File: config.mk
export PLATFORM = sky130hd
export DESIGN_NAME = tmr_dual
export DESIGN_NICKNAME = d
export VERILOG_FILES = /design/src/rtl/tmr_pkg.sv /design/src/rtl/tmr_prescale.sv /design/src/rtl/tmr_pin_sampler.sv /design/src/rtl/tmr_channel.sv /design/src/rtl/tmr_dual.sv
export SDC_FILE = /design/constraint.sdc
export NUM_CORES = 1
export LEC_CHECK = 0
export ABC_AREA = 1
export BUFFER_PORTS_ARGS = -buffer_cell sky130_fd_sc_hd__buf_4
export CAP_MARGIN = 20
export CORE_ASPECT_RATIO = 1.25
export CORE_MARGIN = 2
export CORE_UTILIZATION = 55
export CTS_BUF_LIST = sky130_fd_sc_hd__clkbuf_16
export DETAILED_ROUTE_END_ITERATION = 16
export MAX_ROUTING_LAYER = met4
export PLACE_DENSITY = 0.71
export SETUP_SLACK_MARGIN = 0.02
export SYNTH_ARGS = -nofsm -noshare
export SYNTH_HDL_FRONTEND = slang
export SYNTH_SLANG_ARGS = --single-unit
File: constraint.sdc
create_clock -name clk -period 1.99 [get_ports clk]
set_input_delay 0.398 -clock clk [delete_from_list [all_inputs] [get_ports clk]]
set_output_delay 0.398 -clock clk [all_outputs]
set_load 0.05 [all_outputs]
File: src/rtl/tmr_pkg.sv
// Package tmr_pkg: shared types and constants for the dual timer/counter.
// Assumes a byte-wide register port and two channels per configuration byte.
package tmr_pkg;
    localparam int BYTE_W   = 8;
    localparam int NIB_W    = 4;
    localparam int ADDR_W   = 3;
    localparam int N_CH     = 2;
    localparam int LOW13_W  = 5;
    localparam int WIDE13_W = BYTE_W + LOW13_W;
    localparam int WIDE16_W = 2 * BYTE_W;

    localparam logic [ADDR_W-1:0] A_CFG  = 3'd0;
    localparam logic [ADDR_W-1:0] A_CTRL = 3'd1;
    localparam logic [ADDR_W-1:0] A_CNT  = 3'd2;

    typedef enum logic [1:0] {
        MODE_13   = 2'd0,
        MODE_16   = 2'd1,
        MODE_8REL = 2'd2,
        MODE_HOLD = 2'd3
    } tmr_mode_e;

    typedef struct packed {
        logic      gate;
        logic      ext_sel;
        tmr_mode_e mode;
    } tmr_cfg_t;
endpackage

File: src/rtl/tmr_prescale.sv
// Module tmr_prescale: divides the clock into a one-cycle machine-cycle strobe.
// Assumes DIV >= 2; the strobe is high for one clock in every DIV clocks.
module tmr_prescale #(
    parameter int DIV = 12
) (
    input  logic clk,
    input  logic rst_n,
    output logic tick
);
    localparam int CW = $clog2(DIV);
    localparam logic [CW-1:0] LAST = CW'(DIV - 1);

    logic [CW-1:0] phase_q;

    // Free-running phase counter, wraps after the last phase.
    always_ff @(posedge clk) begin
        if (!rst_n)
            phase_q <= '0;
        else if (phase_q == LAST)
            phase_q <= '0;
        else
            phase_q <= phase_q + 1'b1;
    end

    // Strobe on the last phase of each machine cycle.
    always_comb tick = (phase_q == LAST);
endmodule

File: src/rtl/tmr_pin_sampler.sv
// Module tmr_pin_sampler: synchronises the count and gate pins and finds
// falling edges between two machine-cycle samples.
// Assumes SYNC >= 2; pins are asynchronous to clk.
module tmr_pin_sampler #(
    parameter int SYNC = 2
) (
    input  logic clk,
    input  logic rst_n,
    input  logic tick,
    input  logic pin,
    input  logic gate_pin,
    output logic fall,
    output logic gate_s
);
    logic [SYNC-1:0] pin_sh;
    logic [SYNC-1:0] gate_sh;
    logic            sample_q;

    // Synchroniser chains for both pins.
    always_ff @(posedge clk) begin
        if (!rst_n) begin
            pin_sh  <= '0;
            gate_sh <= '0;
        end else begin
            pin_sh  <= {pin_sh[SYNC-2:0], pin};
            gate_sh <= {gate_sh[SYNC-2:0], gate_pin};
        end
    end

    // Machine-cycle sample of the count pin.
    always_ff @(posedge clk) begin
        if (!rst_n)
            sample_q <= 1'b0;
        else if (tick)
            sample_q <= pin_sh[SYNC-1];
    end

    // A high sample followed by a low one is one count.
    always_comb begin
        fall   = tick && sample_q && !pin_sh[SYNC-1];
        gate_s = gate_sh[SYNC-1];
    end
endmodule

File: src/rtl/tmr_channel.sv
// Module tmr_channel: one count register pair with its modes and request flag.
// Assumes tick and fall are single-cycle strobes; writes override steps.
module tmr_channel
    import tmr_pkg::*;
(
    input  logic              clk,
    input  logic              rst_n,
    input  logic              tick,
    input  logic              fall,
    input  logic              gate_s,
    input  logic              run,
    input  tmr_cfg_t          cfg,
    input  logic              wr_lo,
    input  logic              wr_hi,
    input  logic [BYTE_W-1:0] wdata,
    input  logic              ack,
    output logic [BYTE_W-1:0] lo_q,
    output logic [BYTE_W-1:0] hi_q,
    output logic              flag_q
);
    logic              step;
    logic              wrap;
    logic [BYTE_W-1:0] lo_n;
    logic [BYTE_W-1:0] hi_n;

    // Step qualifier: run bit, optional gate, then clock source.
    always_comb step = run && (!cfg.gate || gate_s) && (cfg.ext_sel ? fall : tick);

    // Next count and rollover detection for the selected mode.
    always_comb begin
        lo_n = lo_q;
        hi_n = hi_q;
        wrap = 1'b0;
        case (cfg.mode)
            MODE_13: begin
                wrap = &{hi_q, lo_q[LOW13_W-1:0]};
                {hi_n, lo_n[LOW13_W-1:0]} = {hi_q, lo_q[LOW13_W-1:0]} + WIDE13_W'(1);
            end
            MODE_16: begin
                wrap = &{hi_q, lo_q};
                {hi_n, lo_n} = {hi_q, lo_q} + WIDE16_W'(1);
            end
            MODE_8REL: begin
                wrap = &lo_q;
                lo_n = wrap ? hi_q : lo_q + 1'b1;
            end
            default: begin
                wrap = 1'b0;
            end
        endcase
    end

    // Count registers: a byte write takes priority over a step.
    always_ff @(posedge clk) begin
        if (!rst_n) begin
            lo_q <= '0;
            hi_q <= '0;
        end else begin
            if (wr_lo)
                lo_q <= wdata;
            else if (step)
                lo_q <= lo_n;
            if (wr_hi)
                hi_q <= wdata;
            else if (step)
                hi_q <= hi_n;
        end
    end

    // Request flag: rollover sets it, acknowledge clears it.
    always_ff @(posedge clk) begin
        if (!rst_n)
            flag_q <= 1'b0;
        else if (step && wrap)
            flag_q <= 1'b1;
        else if (ack)
            flag_q <= 1'b0;
    end
endmodule

File: src/rtl/tmr_dual.sv
// Module tmr_dual: two timer/counter channels behind a byte register port.
// Assumes a single clock domain; rd_data is a combinational read.
module tmr_dual
    import tmr_pkg::*;
#(
    parameter int DIV  = 12,
    parameter int SYNC = 2
) (
    input  logic              clk,
    input  logic              rst_n,
    input  logic              wr_en,
    input  logic [ADDR_W-1:0] wr_addr,
    input  logic [BYTE_W-1:0] wr_data,
    input  logic [ADDR_W-1:0] rd_addr,
    output logic [BYTE_W-1:0] rd_data,
    input  logic [N_CH-1:0]   ext_pin,
    input  logic [N_CH-1:0]   gate_pin,
    input  logic [N_CH-1:0]   irq_ack,
    output logic [N_CH-1:0]   irq_req
);
    logic              tick;
    logic [BYTE_W-1:0] cfg_q;
    logic [N_CH-1:0]   run_q;
    logic [BYTE_W-1:0] cnt_lo [N_CH];
    logic [BYTE_W-1:0] cnt_hi [N_CH];

    tmr_prescale #(.DIV(DIV)) u_pre (
        .clk  (clk),
        .rst_n(rst_n),
        .tick (tick)
    );

    // Configuration and run-control registers.
    always_ff @(posedge clk) begin
        if (!rst_n) begin
            cfg_q <= '0;
            run_q <= '0;
        end else if (wr_en) begin
            if (wr_addr == A_CFG)
                cfg_q <= wr_data;
            if (wr_addr == A_CTRL)
                run_q <= wr_data[N_CH-1:0];
        end
    end

    for (genvar i = 0; i < N_CH; i++) begin : g_ch
        localparam logic [ADDR_W-1:0] A_LO = ADDR_W'(A_CNT + 2 * i);
        localparam logic [ADDR_W-1:0] A_HI = ADDR_W'(A_CNT + 2 * i + 1);
        logic     fall;
        logic     gate_s;
        tmr_cfg_t cfg;

        // Slice this channel's nibble of the configuration byte.
        always_comb cfg = tmr_cfg_t'(cfg_q[NIB_W*i +: NIB_W]);

        tmr_pin_sampler #(.SYNC(SYNC)) u_pins (
            .clk     (clk),
            .rst_n   (rst_n),
            .tick    (tick),
            .pin     (ext_pin[i]),
            .gate_pin(gate_pin[i]),
            .fall    (fall),
            .gate_s  (gate_s)
        );

        tmr_channel u_ch (
            .clk   (clk),
            .rst_n (rst_n),
            .tick  (tick),
            .fall  (fall),
            .gate_s(gate_s),
            .run   (run_q[i]),
            .cfg   (cfg),
            .wr_lo (wr_en && wr_addr == A_LO),
            .wr_hi (wr_en && wr_addr == A_HI),
            .wdata (wr_data),
            .ack   (irq_ack[i]),
            .lo_q  (cnt_lo[i]),
            .hi_q  (cnt_hi[i]),
            .flag_q(irq_req[i])
        );
    end

    // Register read multiplexer.
    always_comb begin
        case (rd_addr)
            A_CFG:  rd_data = cfg_q;
            A_CTRL: rd_data = {2'b00, irq_req, 2'b00, run_q};
            3'd2:   rd_data = cnt_lo[0];
            3'd3:   rd_data = cnt_hi[0];
            3'd4:   rd_data = cnt_lo[1];
            3'd5:   rd_data = cnt_hi[1];
            default: rd_data = '0;
        endcase
    end
endmodule

==> run metrics <==
skew final 7.83 ps; FF-to-FF End g_ch[1].u_ch.lo_q[4]; CTS Buf Count 9; routability cong. 1.02; Slew HR 70.2%; num rows 35; R2R cell count 8; power per cell area 687 nW/um^2; post-cts resize count 1; Hold Path Depth 3; area of the mapped netlist 4120 um^2; Die Y 101 um; Seq/Total Area, Yosys 28.2%; DR vias/cell 5.58; Post-Place Cell Area 4540 um^2; remaining antenna violation count 0; Max Transition Viols Final 0; min-delay src ext_pin[1]; fill count 687; R2R Path Start u_pre.phase_q[0]; NumNets Final 741; GR Overflow Total 0; dpl hpwl 9920 um; Final Cycle Share 97.8%; Max clock buf depth 2; crit-path max cell delay 350 ps; final hold vios 0; share of layout cells above drive strength 1 15.7%; RSZ-0062 raised after global routing true; DRT Wirelength 12900 um; CTS tree yes; CP Cell Sequence inv_1 > o22ai_1 > a221oi_1 > o21ai_1 > buf_4; Yosys reg bits 58; Min Clock Period, post-route 1950 ps; Clk network pwr share 54.8%; DRC 0; Hold WC Path Type in -> reg; global-route wire length before repair 20800 um; CP Depth 5; Synth cell types 38; Reg power frac 36.2%; number of port buffers 32; post-CTS setup buffer count 0; Starting Density 56.4%; GRT Overall Usage 34.4%; vias in the first global route 4225; drt pass-1 iters 6; H-tree depth 3; most common cell after layout, fill and taps aside nand2_1; Crit. End Element output port; crit path max-delay cell type dfxtp_2; Setup Crit Path Kind reg -> out; Tightest Pin Transition 444 ps; CTS Sinks 58; critical path buffer and inverter count 2; Inserted Diodes 0; status finished, final reports clean; critical path arrival 1550 ps; largest net degree at the start of global routing 30; Yosys warning count 0; critical path launch point type register; switching pwr 0.844 mW; Sw Share 25.0%; Setup Slack @ Placement -25.9 ps; final setup fails 0; initial drt markers 249; post-route cell area 4910 um^2; post-synthesis cell count 662; # hold bufs at CTS 0; average size of a mapped cell 6.23 um^2; Comb power frac 9.0%; CP max FO 6; worst vdd ir 575 uV; Clock Pin Slew Worst Setup and Hold Paths 60 ps; Worst-Skew Late Latency 340 ps; setup TNS 0 ps; Required @ worst endpoint 1590 ps; max-cap check violation count 0; fin worst setup slack 44.5 ps; Int Pwr 2.53 mW; Hold Crit Endpoint g_ch[1].u_pins.pin_sh[0]; register-to-register setup slack 220 ps; Die Area 8210 um^2; core area 7310 um^2; most frequent cells in the layout 156 x nand2_1, 101 x inv_1, 65 x nand3_1; initial antenna violation count 0; IO Pins 33; via count 4484; static leakage 2.13 nW; WL per Instance 16.1 um; Root Buffer clkbuf_16; Worst path top cell family by delay compound AO/OA/AOI/OAI gates; Area Overhead vs Synth 19.2%; FMAX 514 MHz; chip width 81.5 um; Post-Syn Nets 696
## worst max-delay path by stage
stage                    startpoint    endpoint  slack [ps]
2_1_floorplan            rd_addr[2]  rd_data[3]        -200
3_3_place_gp             rd_addr[1]  rd_data[3]          60
3_5_place_dp             rd_addr[1]  rd_data[6]         -30
4_1_cts                  rd_addr[1]  rd_data[4]          20
5_1_grt                  rd_addr[1]  rd_data[2]          20
6_report       g_ch[1].u_ch.hi_q[3]  rd_data[3]          40
## synthesized netlist by cell type, drive strengths merged
library cell	instances	area, um^2
a211oi	1	7.51
a21oi	55	279
a221oi	3	26.3
a22oi	4	30.0
a31oi	2	12.5
buf	9	48.8
clkbuf	6	23.8
clkinv	3	11.3
dfxtp	58	1160
ha	11	138
inv	105	394
nand2	167	662
nand3	74	413
nand3b	2	15.0
nand4	9	56.3
nor2	58	305
nor3	8	45.0
o211ai	6	45.0
o21ai	64	324
o21bai	2	15.0
o22ai	6	37.5
or2	2	12.5
xnor2	2	17.5
xor2	5	43.8
## area by class of cell
class / instances / area [um^2] / area share [%]
clock inverter: 7 / 124 / 2.52
clock buffer: 9 / 225 / 4.58
tap: 92 / 115 / 2.34
timing repair buffer: 49 / 368 / 7.48
inverter: 108 / 405 / 8.25
sequential: 58 / 1160 / 23.7
multi-input combinational: 481 / 2510 / 51.1
## through the flow
stage | util, % | hold WS (ps) | total power, mW | std cells
global route | 67.2 | 275 | 3.46 | 804
floorplan | - | 390 | 1.42 | 662
global placement | 62.1 | 397 | 1.53 | 788
finish | 67.2 | 240 | 3.38 | 804
CTS | 66.9 | 238 | 3.37 | 804
detailed placement | 62.1 | 399 | 1.54 | 788
## kinds of logic after synthesis
| kind of cell | Yosys count | share of synthesized area, % |
|---|---|---|
| xor+xnor | 7 | 1.49 |
| compound gates | 143 | 18.8 |
| buf+inv | 123 | 11.6 |
| flops | 58 | 28.2 |
| simple gates | 320 | 36.6 |
| fa+ha+maj | 11 | 3.34 |
## registers in the layout, indices dropped and copies added (netlist names)
register              flops
cfg_q                     8
g_ch.u_pins.sample_q      2
g_ch.u_ch.lo_q           16
g_ch.u_ch.hi_q           16
g_ch.u_ch.flag_q          2
u_pre.phase_q             4
g_ch.u_pins.pin_sh        4
g_ch.u_pins.gate_sh       4
run_q                     2
## routing by layer
layer | vias to the layer above | track usage (%) | share of wire (%)
li1 | 2255 | - | -
met4 | 0 | 18.4 | 5.3
met1 | 2028 | 39.9 | 41
met3 | 46 | 4.84 | 5.1
met2 | 155 | 56.7 | 49
met5 | - | - | 0
## power by group through the flow
stage / logic (mW) / registers [mW] / clock network (mW)
global route: 0.334 / 1.23 / 1.90
CTS: 0.293 / 1.22 / 1.86
detailed placement: 0.291 / 1.25 / 0
floorplan: 0.177 / 1.24 / 0
finish: 0.303 / 1.22 / 1.85
global placement: 0.286 / 1.25 / 0
## tightest hold or removal path: cells and delay by family
kind,cells,cell delay [ps]
simple gates,1,40
buf+inv,2,110
No activity file was read; power rests on OpenSTA's default activity.
